<file path="src/rtl/xbl_pkg.sv">
package xbl_pkg;
  localparam int INSN_W = 16;
  localparam int PFX_W  = 13;
  localparam int IMM_W  = 7;
  localparam int ADDR_W = 24;
  localparam int DATA_W = 24;
  localparam int BYTE_W = 8;
  localparam int SEXT_W = 16;
  localparam int IDX_W  = 3;
  // bits of the older prefix that survive in a two-prefix address
  localparam int HI_W   = ADDR_W - PFX_W - (IMM_W - 1);
  localparam int ACC_W  = HI_W + PFX_W;
  localparam logic [5:0] LD_OP  = 6'b110000;
  localparam logic [2:0] PFX_OP = 3'b111;

  typedef enum logic [1:0] {
    PF_NONE = 2'd0,
    PF_ONE  = 2'd1,
    PF_TWO  = 2'd2
  } pfx_cnt_t;
endpackage

</file>
<file path="src/rtl/xbl_decode.sv">
module xbl_decode
  import xbl_pkg::*;
(
  input  logic [INSN_W-1:0] insn,
  input  logic              valid,
  output logic              is_load,
  output logic              is_pfx,
  output logic              is_other,
  output logic [IDX_W-1:0]  rd_idx,
  output logic [IMM_W-1:0]  imm7,
  output logic [PFX_W-1:0]  imm13
);
  always_comb begin
    is_load  = valid && (insn[INSN_W-1 -: 6] == LD_OP);
    is_pfx   = valid && (insn[INSN_W-1 -: 3] == PFX_OP);
    is_other = valid && !is_load && !is_pfx;
    rd_idx   = insn[IMM_W +: IDX_W];
    imm7     = insn[IMM_W-1:0];
    imm13    = insn[PFX_W-1:0];
  end
endmodule

</file>
<file path="src/rtl/xbl_prefix_acc.sv">
module xbl_prefix_acc
  import xbl_pkg::*;
(
  input  logic             clk,
  input  logic             rst,
  input  logic             is_pfx,
  input  logic             consume,
  input  logic [PFX_W-1:0] imm13,
  output pfx_cnt_t         cnt,
  output logic [ACC_W-1:0] acc
);
  always_ff @(posedge clk) begin
    if (rst) begin
      cnt <= PF_NONE;
      acc <= '0;
    end else if (is_pfx) begin
      // the newest prefix enters the low field, and the old low field moves up
      acc <= {acc[HI_W-1:0], imm13};
      cnt <= (cnt == PF_NONE) ? PF_ONE : PF_TWO;
    end else if (consume) begin
      acc <= '0;
      cnt <= PF_NONE;
    end
  end
endmodule

</file>
<file path="src/rtl/xbl_addr_gen.sv">
module xbl_addr_gen
  import xbl_pkg::*;
(
  input  pfx_cnt_t          cnt,
  input  logic              delay_slot,
  input  logic [ACC_W-1:0]  acc,
  input  logic [IMM_W-1:0]  imm7,
  output logic [ADDR_W-1:0] addr
);
  localparam int PAD0_W = ADDR_W - IMM_W;
  localparam int PAD1_W = ADDR_W - PFX_W - IMM_W;

  always_comb begin
    if (delay_slot) begin
      addr = {{PAD0_W{1'b0}}, imm7};
    end else begin
      unique case (cnt)
        PF_ONE:  addr = {{PAD1_W{1'b0}}, acc[PFX_W-1:0], imm7};
        PF_TWO:  addr = {acc[ACC_W-1:PFX_W], acc[PFX_W-1:0], imm7[IMM_W-2:0]};
        default: addr = {{PAD0_W{1'b0}}, imm7};
      endcase
    end
  end
endmodule

</file>
<file path="src/rtl/xbl_writeback.sv">
module xbl_writeback
  import xbl_pkg::*;
(
  input  logic              clk,
  input  logic              rst,
  input  logic              is_load,
  input  logic [IDX_W-1:0]  rd_idx,
  input  logic [BYTE_W-1:0] rdata,
  output logic              we,
  output logic [IDX_W-1:0]  idx,
  output logic [DATA_W-1:0] wdata
);
  always_ff @(posedge clk) begin
    if (rst) begin
      we    <= 1'b0;
      idx   <= '0;
      wdata <= '0;
    end else begin
      we <= is_load;
      if (is_load) begin
        idx   <= rd_idx;
        wdata <= {{(DATA_W-SEXT_W){1'b0}},
                  {(SEXT_W-BYTE_W){rdata[BYTE_W-1]}}, rdata};
      end
    end
  end
endmodule

</file>
<file path="src/rtl/xbl_unit.sv">
module xbl_unit
  import xbl_pkg::*;
(
  input  logic              clk,
  input  logic              rst,
  input  logic [INSN_W-1:0] insn_i,
  input  logic              insn_valid_i,
  input  logic              delay_slot_i,
  input  logic [BYTE_W-1:0] mem_rdata_i,
  output logic [ADDR_W-1:0] mem_addr_o,
  output logic              mem_rd_o,
  output logic              rf_we_o,
  output logic [IDX_W-1:0]  rf_idx_o,
  output logic [DATA_W-1:0] rf_wdata_o
);
  logic             is_load, is_pfx, is_other;
  logic [IDX_W-1:0] rd_idx;
  logic [IMM_W-1:0] imm7;
  logic [PFX_W-1:0] imm13;
  pfx_cnt_t         cnt;
  logic [ACC_W-1:0] acc;

  xbl_decode u_dec (
    .insn(insn_i), .valid(insn_valid_i), .is_load(is_load), .is_pfx(is_pfx),
    .is_other(is_other), .rd_idx(rd_idx), .imm7(imm7), .imm13(imm13)
  );

  xbl_prefix_acc u_pfx (
    .clk(clk), .rst(rst), .is_pfx(is_pfx), .consume(is_load || is_other),
    .imm13(imm13), .cnt(cnt), .acc(acc)
  );

  xbl_addr_gen u_agen (
    .cnt(cnt), .delay_slot(delay_slot_i), .acc(acc), .imm7(imm7),
    .addr(mem_addr_o)
  );

  xbl_writeback u_wb (
    .clk(clk), .rst(rst), .is_load(is_load), .rd_idx(rd_idx),
    .rdata(mem_rdata_i), .we(rf_we_o), .idx(rf_idx_o), .wdata(rf_wdata_o)
  );

  assign mem_rd_o = is_load;
endmodule

</file>
<file path="config.mk">
export PLATFORM = sky130hd
export DESIGN_NAME = xbl_unit
export DESIGN_NICKNAME = d
export VERILOG_FILES = /design/src/rtl/xbl_pkg.sv /design/src/rtl/xbl_decode.sv /design/src/rtl/xbl_prefix_acc.sv /design/src/rtl/xbl_addr_gen.sv /design/src/rtl/xbl_writeback.sv /design/src/rtl/xbl_unit.sv
export SDC_FILE = /design/constraint.sdc
export NUM_CORES = 1
export LEC_CHECK = 0
export CELL_PAD_IN_SITES_DETAIL_PLACEMENT = 1
export CELL_PAD_IN_SITES_GLOBAL_PLACEMENT = 1
export CORE_MARGIN = 4
export CORE_UTILIZATION = 32
export DETAILED_ROUTE_END_ITERATION = 10
export PLACE_DENSITY = 0.91
export SYNTH_ARGS = -nofsm -noshare
export SYNTH_HDL_FRONTEND = slang
export SYNTH_SLANG_ARGS = --single-unit
export TNS_END_PERCENT = 100
</file>
<file path="constraint.sdc">
create_clock -name clk -period 2.4 [get_ports clk]
set_input_delay 0.48 -clock clk [delete_from_list [all_inputs] [get_ports clk]]
set_output_delay 0.48 -clock clk [all_outputs]
set_load 0.005 [all_outputs]
</file>
Word-level counts from Yosys, hierarchy flattened
Cells that the tools add are included.

Bits in registers: 32. Input port bits: 28. Output and inout bits: 53. Logic and storage cells: 25.

Eq/ne operators: 4. Multiplexer cells: 7. Reductions and logical operators: 9.

Operators with widths (number): $pmux W24 S2 (1); $mux W18 (2); $mux W24 (1); $eq A6 B6 Y1 const B (1); $mux W2 (3); $logic_and A1 B1 Y1 (4); $eq A3 B3 Y1 const B (1); $eq A2 B1 Y1 const B (1); $eq A2 B2 Y1 const B (1); $logic_not A1 Y1 (2); $logic_not A2 Y1 (1); $reduce_bool A2 Y1 (1); $logic_or A1 B1 Y1 (1).

Depth between registers and ports, before layout
Depth in word-level cells: 8. Gate-level depth with buffers: 5. Gate-level depth less buffers: 5.

By module
From an unflattened synthesis, not the netlist that was laid out.

Cell total of the unflattened synthesis: 223. Area, all modules: 1948.1 um^2.

By module, submodules not included: xbl_prefix_acc (times used 1, cells an instance 90, area each 863.3 um^2, seq. area each 400.4 um^2); xbl_writeback (times used 1, cells an instance 54, area each 538.0 um^2, seq. area each 240.2 um^2); xbl_addr_gen (times used 1, cells an instance 49, area each 317.8 um^2, seq. area each 0.0 um^2); xbl_decode (times used 1, cells an instance 29, area each 222.7 um^2, seq. area each 0.0 um^2); xbl_unit (times used 1, cells an instance 1, area each 6.3 um^2, seq. area each 0.0 um^2).

Worst setup path after synthesis
Ideal clock, no wire load.

Kind: input -> output. From: input insn_i[13]. To: output mem_rd_o. Data arrival time: 1.311 ns. Data required time: 1.920 ns. Slack: 0.609 ns. Cell stages on the path: 3. Path buffers: 1. Cell sequence: or4_4 nor2_8 buf_12.

Longest elaborated chain between the ends: 2.

Ends and longest elaborated chain: start, declared (RTL line xbl_unit.sv:6) `input logic [INSN_W-1:0] insn_i,`; $eq A6 B6 Y1 (RTL line xbl_decode.sv:14) `is_load = valid && (insn[INSN_W-1 -: 6] == LD_OP);`; $logic_and A1 B1 Y1 (RTL line xbl_decode.sv:14); end, declared (RTL line xbl_unit.sv:11) `output logic mem_rd_o,`.

No other way between the ends.

Worst setup path after layout
From: register u_pfx.cnt[1]. To: output mem_addr_o[7].

Longest elaborated chain between the ends: 3. Elaborated cells on any way between the ends: 4. Those cells by class: 2 x eq/ne; 2 x mux.

Ends and longest elaborated chain: start, declared (RTL line xbl_prefix_acc.sv:9) `output pfx_cnt_t cnt,`; start signal, assigned (RTL line xbl_prefix_acc.sv:19) `cnt <= (cnt == PF_NONE) ? PF_ONE : PF_TWO;`; $eq A2 B2 Y1 / $eq A2 B1 Y1 (equally long branches) (RTL line xbl_addr_gen.sv:17) `unique case (cnt)`; $pmux W24 S2 (*) (RTL line xbl_addr_gen.sv:17); $mux W24 (*) (RTL line xbl_addr_gen.sv:14) `if (delay_slot) begin`; end, declared (RTL line xbl_unit.sv:10) `output logic [ADDR_W-1:0] mem_addr_o,`.

Every way passes the cells marked *; elsewhere a longest branch is shown, timed or not.

==> summary.md <==
| Metric | Value |
|---|---|
| Starting Density | roughly a third |
| DRC Markers | 0 |
| DRT iter0 DRCs | 95 |
| Clock power share | about 46% |
| CORE AREA | around 0.005 sq mm |
| CTS buffer count | 5 |
| Gpl congestion | 0.749 |
| Seq cells post-synth | 32 |
| Post-CTS Setup Inserts | 0 |
| Total GRT Usage | between 10% and 20% |
| Initial antenna violation count | 0 |
| Most frequent cells in the layout | 59 x clkdlybuf4s50_1, 30 x dfxtp_1, 17 x nor2_1, 17 x a22o_1, 15 x buf_4 |
| Distinct cell type count after synthesis | 25 |
| Lkg Pwr | 1.01 nW |
| FMAX | around 420 MHz |
| Setup CP Type | register to output port |
| Hold_ws | about 0.47 ns |
| Slew of the pin with the lowest slew margin | 1.22 ns |
| Worst Clk Skew | between 0.003 and 0.004 ns |
| DRT Pass-1 Iters | 4 |
| Worst EP arrival | about 1.9 ns |
| Final hold violations | 0 |
| Most common cell after layout, fill and taps aside | clkdlybuf4s50_1 |
| Final setup vio count | 0 |
| Net Sw Frac | approximately 20% |
| Antenna diodes | 0 |
| Element type at the critical path end | output port |
| Final Power | approximately 1.2 mW |
| Vias in the first global route | between 1500 and 2000 |
| Filler cell count | 608 |
| First-pass GRT wire length | roughly 7600 microns |
| Critical path startpoint category | register |
| Peak VDD IR | around 0.26 mV |
| Die ar. | 0.00647 sq mm |
| Clk Latency, worst-skew pair | between 0.2 and 0.3 ns |
| Syn avg cell area | roughly 10 sq um |
| Seq/Total Area, Yosys | 38.2% |
| # Max-Cap Violations | 0 |
| Combinational share of power | 10.3% |
| Sink Count | 32 |
| H-tree Lvls | 2 |
| Power density over the cells | around 480 mW/mm^2 |
| Non-Filler Instances | roughly 310 |
| YS warnings | 0 |
| Synthesized instance count | 171 |
| Part of the cycle the worst path needs | 98.1% |
| Reg clk slew, reported paths | roughly 0.07 ns |
| CTS tree | built |
| Share of cells above drive strength 1 | about a fifth |
| Synth Cell Area | 0.00168 sq mm |
| WL per Instance | approximately 16 microns |
| Setup WS pre-CTS | -0.215 ns |
| Post-Place Cells | between 300 and 400 |
| WL final | 4970 microns |
| Die H | approximately 80 microns |
| Hold WC Path Type | register to register |
| P_sw | roughly 0.25 mW |
| Post-route setup slack | 0.0445 ns |
| DR vias | between 1000 and 1500 |
| Reg2reg setup slack | 1.43 ns |
| Worst-path maximum fanout | 5 |
| Outcome | complete, no violations |
| Nets@finish | roughly 270 |
| Fin area | around 0.0026 sq mm |
| Seq pwr share | 44.1% |
| Vias per cell | 4.67 |
| Cts hold-fix bufs | 0 |
| Post-DP HPWL | ~3700 microns |
| Die Width | between 80 and 90 microns |
| Root Driver | clkbuf_8 |
| Req. time, crit path | between 1.5 and 2 ns |
| Post-Place Cell Area | approximately 0.0024 sq mm |
| Pint | about 0.98 mW |
| Cell Rows | 26 |
| Final Max Tran Viols | 0 |
| Fin crit period | approximately 2.4 ns |
| Congestion Overflow GR | 0 |
| IO buf count | between 70 and 80 |
| Clk buf depth | 2 |
| Largest net degree at the start of global routing | 28 |
| Antenna viol nets, final | 0 |
| Rel. slew slack | ~18% |
| Top Ports | slightly above 80 |
| Area added between synthesis and finish | 52.2% |
## flip-flops by register name (all words and copies together), names as in the netlist
name	count
u_pfx.acc	18
u_wb.wdata	8
u_wb.we	1
u_pfx.cnt	2
u_wb.idx	3
## path summary, 6_finish.rpt
path | end | start | cells after the start
hold reg to reg | u_pfx.acc[15]$_SDFFE_PP0P_ | u_pfx.acc[15]$_SDFFE_PP0P_ | 1
hold / removal | u_pfx.acc[15]$_SDFFE_PP0P_ | u_pfx.acc[15]$_SDFFE_PP0P_ | 1
setup reg to reg | u_wb.wdata[7]$_SDFFE_PP0P_ | u_wb.wdata[7]$_SDFFE_PP0P_ | 2
setup / recovery | mem_addr_o[7] | u_pfx.cnt[1]$_SDFFE_PP0P_ | 6
## routing by layer
metal	routed length (microns)	track usage (%)
met2	2670	27.6
met5	0	0
met3	201	2.69
met1	2050	17.9
met4	41	4.56
## power groups by stage
stage / logic [mW] / registers [mW] / clock network [mW]
floorplan: 0.0589 / 0.550 / 0
global placement: 0.119 / 0.551 / 0
detailed placement: 0.122 / 0.551 / 0
CTS: 0.125 / 0.540 / 0.573
global route: 0.135 / 0.540 / 0.597
finish: 0.126 / 0.540 / 0.559
## synth_stat cells, drive strengths merged
cell type | instances | area share (%)
clkbuf | 5 | 1.1
nand2 | 1 | 0.22
a22oi | 13 | 5.8
nor2 | 18 | 5.0
buf | 26 | 13
nor3 | 1 | 0.30
o21ai | 2 | 0.60
a21oi | 3 | 0.89
or2b | 12 | 6.3
nor3b | 1 | 1.1
and4 | 1 | 0.60
inv | 3 | 0.67
ha | 3 | 2.2
conb | 1 | 0.22
nand2b | 11 | 4.1
nor2b | 4 | 1.5
dfxtp | 32 | 38
and2 | 4 | 1.5
mux2i | 11 | 6.6
or4 | 1 | 0.67
a22o | 17 | 8.9
nand3 | 1 | 1.0
## stage by stage
step,setup TNS [ns],util (%)
2_1_floorplan,0,-
3_3_place_gp,-0.299,46.9
3_5_place_dp,-0.317,46.9
4_1_cts,0,49.3
5_1_grt,-0.0270,50.0
6_report,0,50.0
## cell families (layout without fill, tap and decap cells)
kind of cell | after synthesis | after routing | share of synthesized area, %
other cells | 1 | 8 | 0.223
compound gates | 35 | 35 | 16.2
mux | 11 | 11 | 6.56
buf+inv | 34 | 98 | 14.4
flops | 32 | 32 | 38.2
simple gates | 55 | 55 | 22.3
fa+ha+maj | 3 | 3 | 2.24
## final cells by class
cell class / count / area, sq um / area share, %
Multi-Input combinational cell: 112 / 863 / 33.8
Clock inverter: 1 / 30.0 / 1.17
Clock buffer: 7 / 96.3 / 3.77
Sequential cell: 32 / 643 / 25.2
Timing Repair Buffer: 87 / 825 / 32.3
Tap cell: 70 / 87.6 / 3.43
Inverter: 3 / 11.3 / 0.441
## worst max-delay path, cell delays in order (launching register included)
cell and delay (ns):
dfxtp_2 0.36, inv_1 0.09, ha_4 0.29, nand2b_4 0.07
buf_4 0.15, nor2_1 0.13, clkdlybuf4s50_1 0.52
## repair_timing
item,in CTS,in global routing
resized for setup,14,8
pin swaps,1,0
hold endpoints to repair,0,0
setup endpoints to repair,19,8
(Power assumes the default switching activity.)
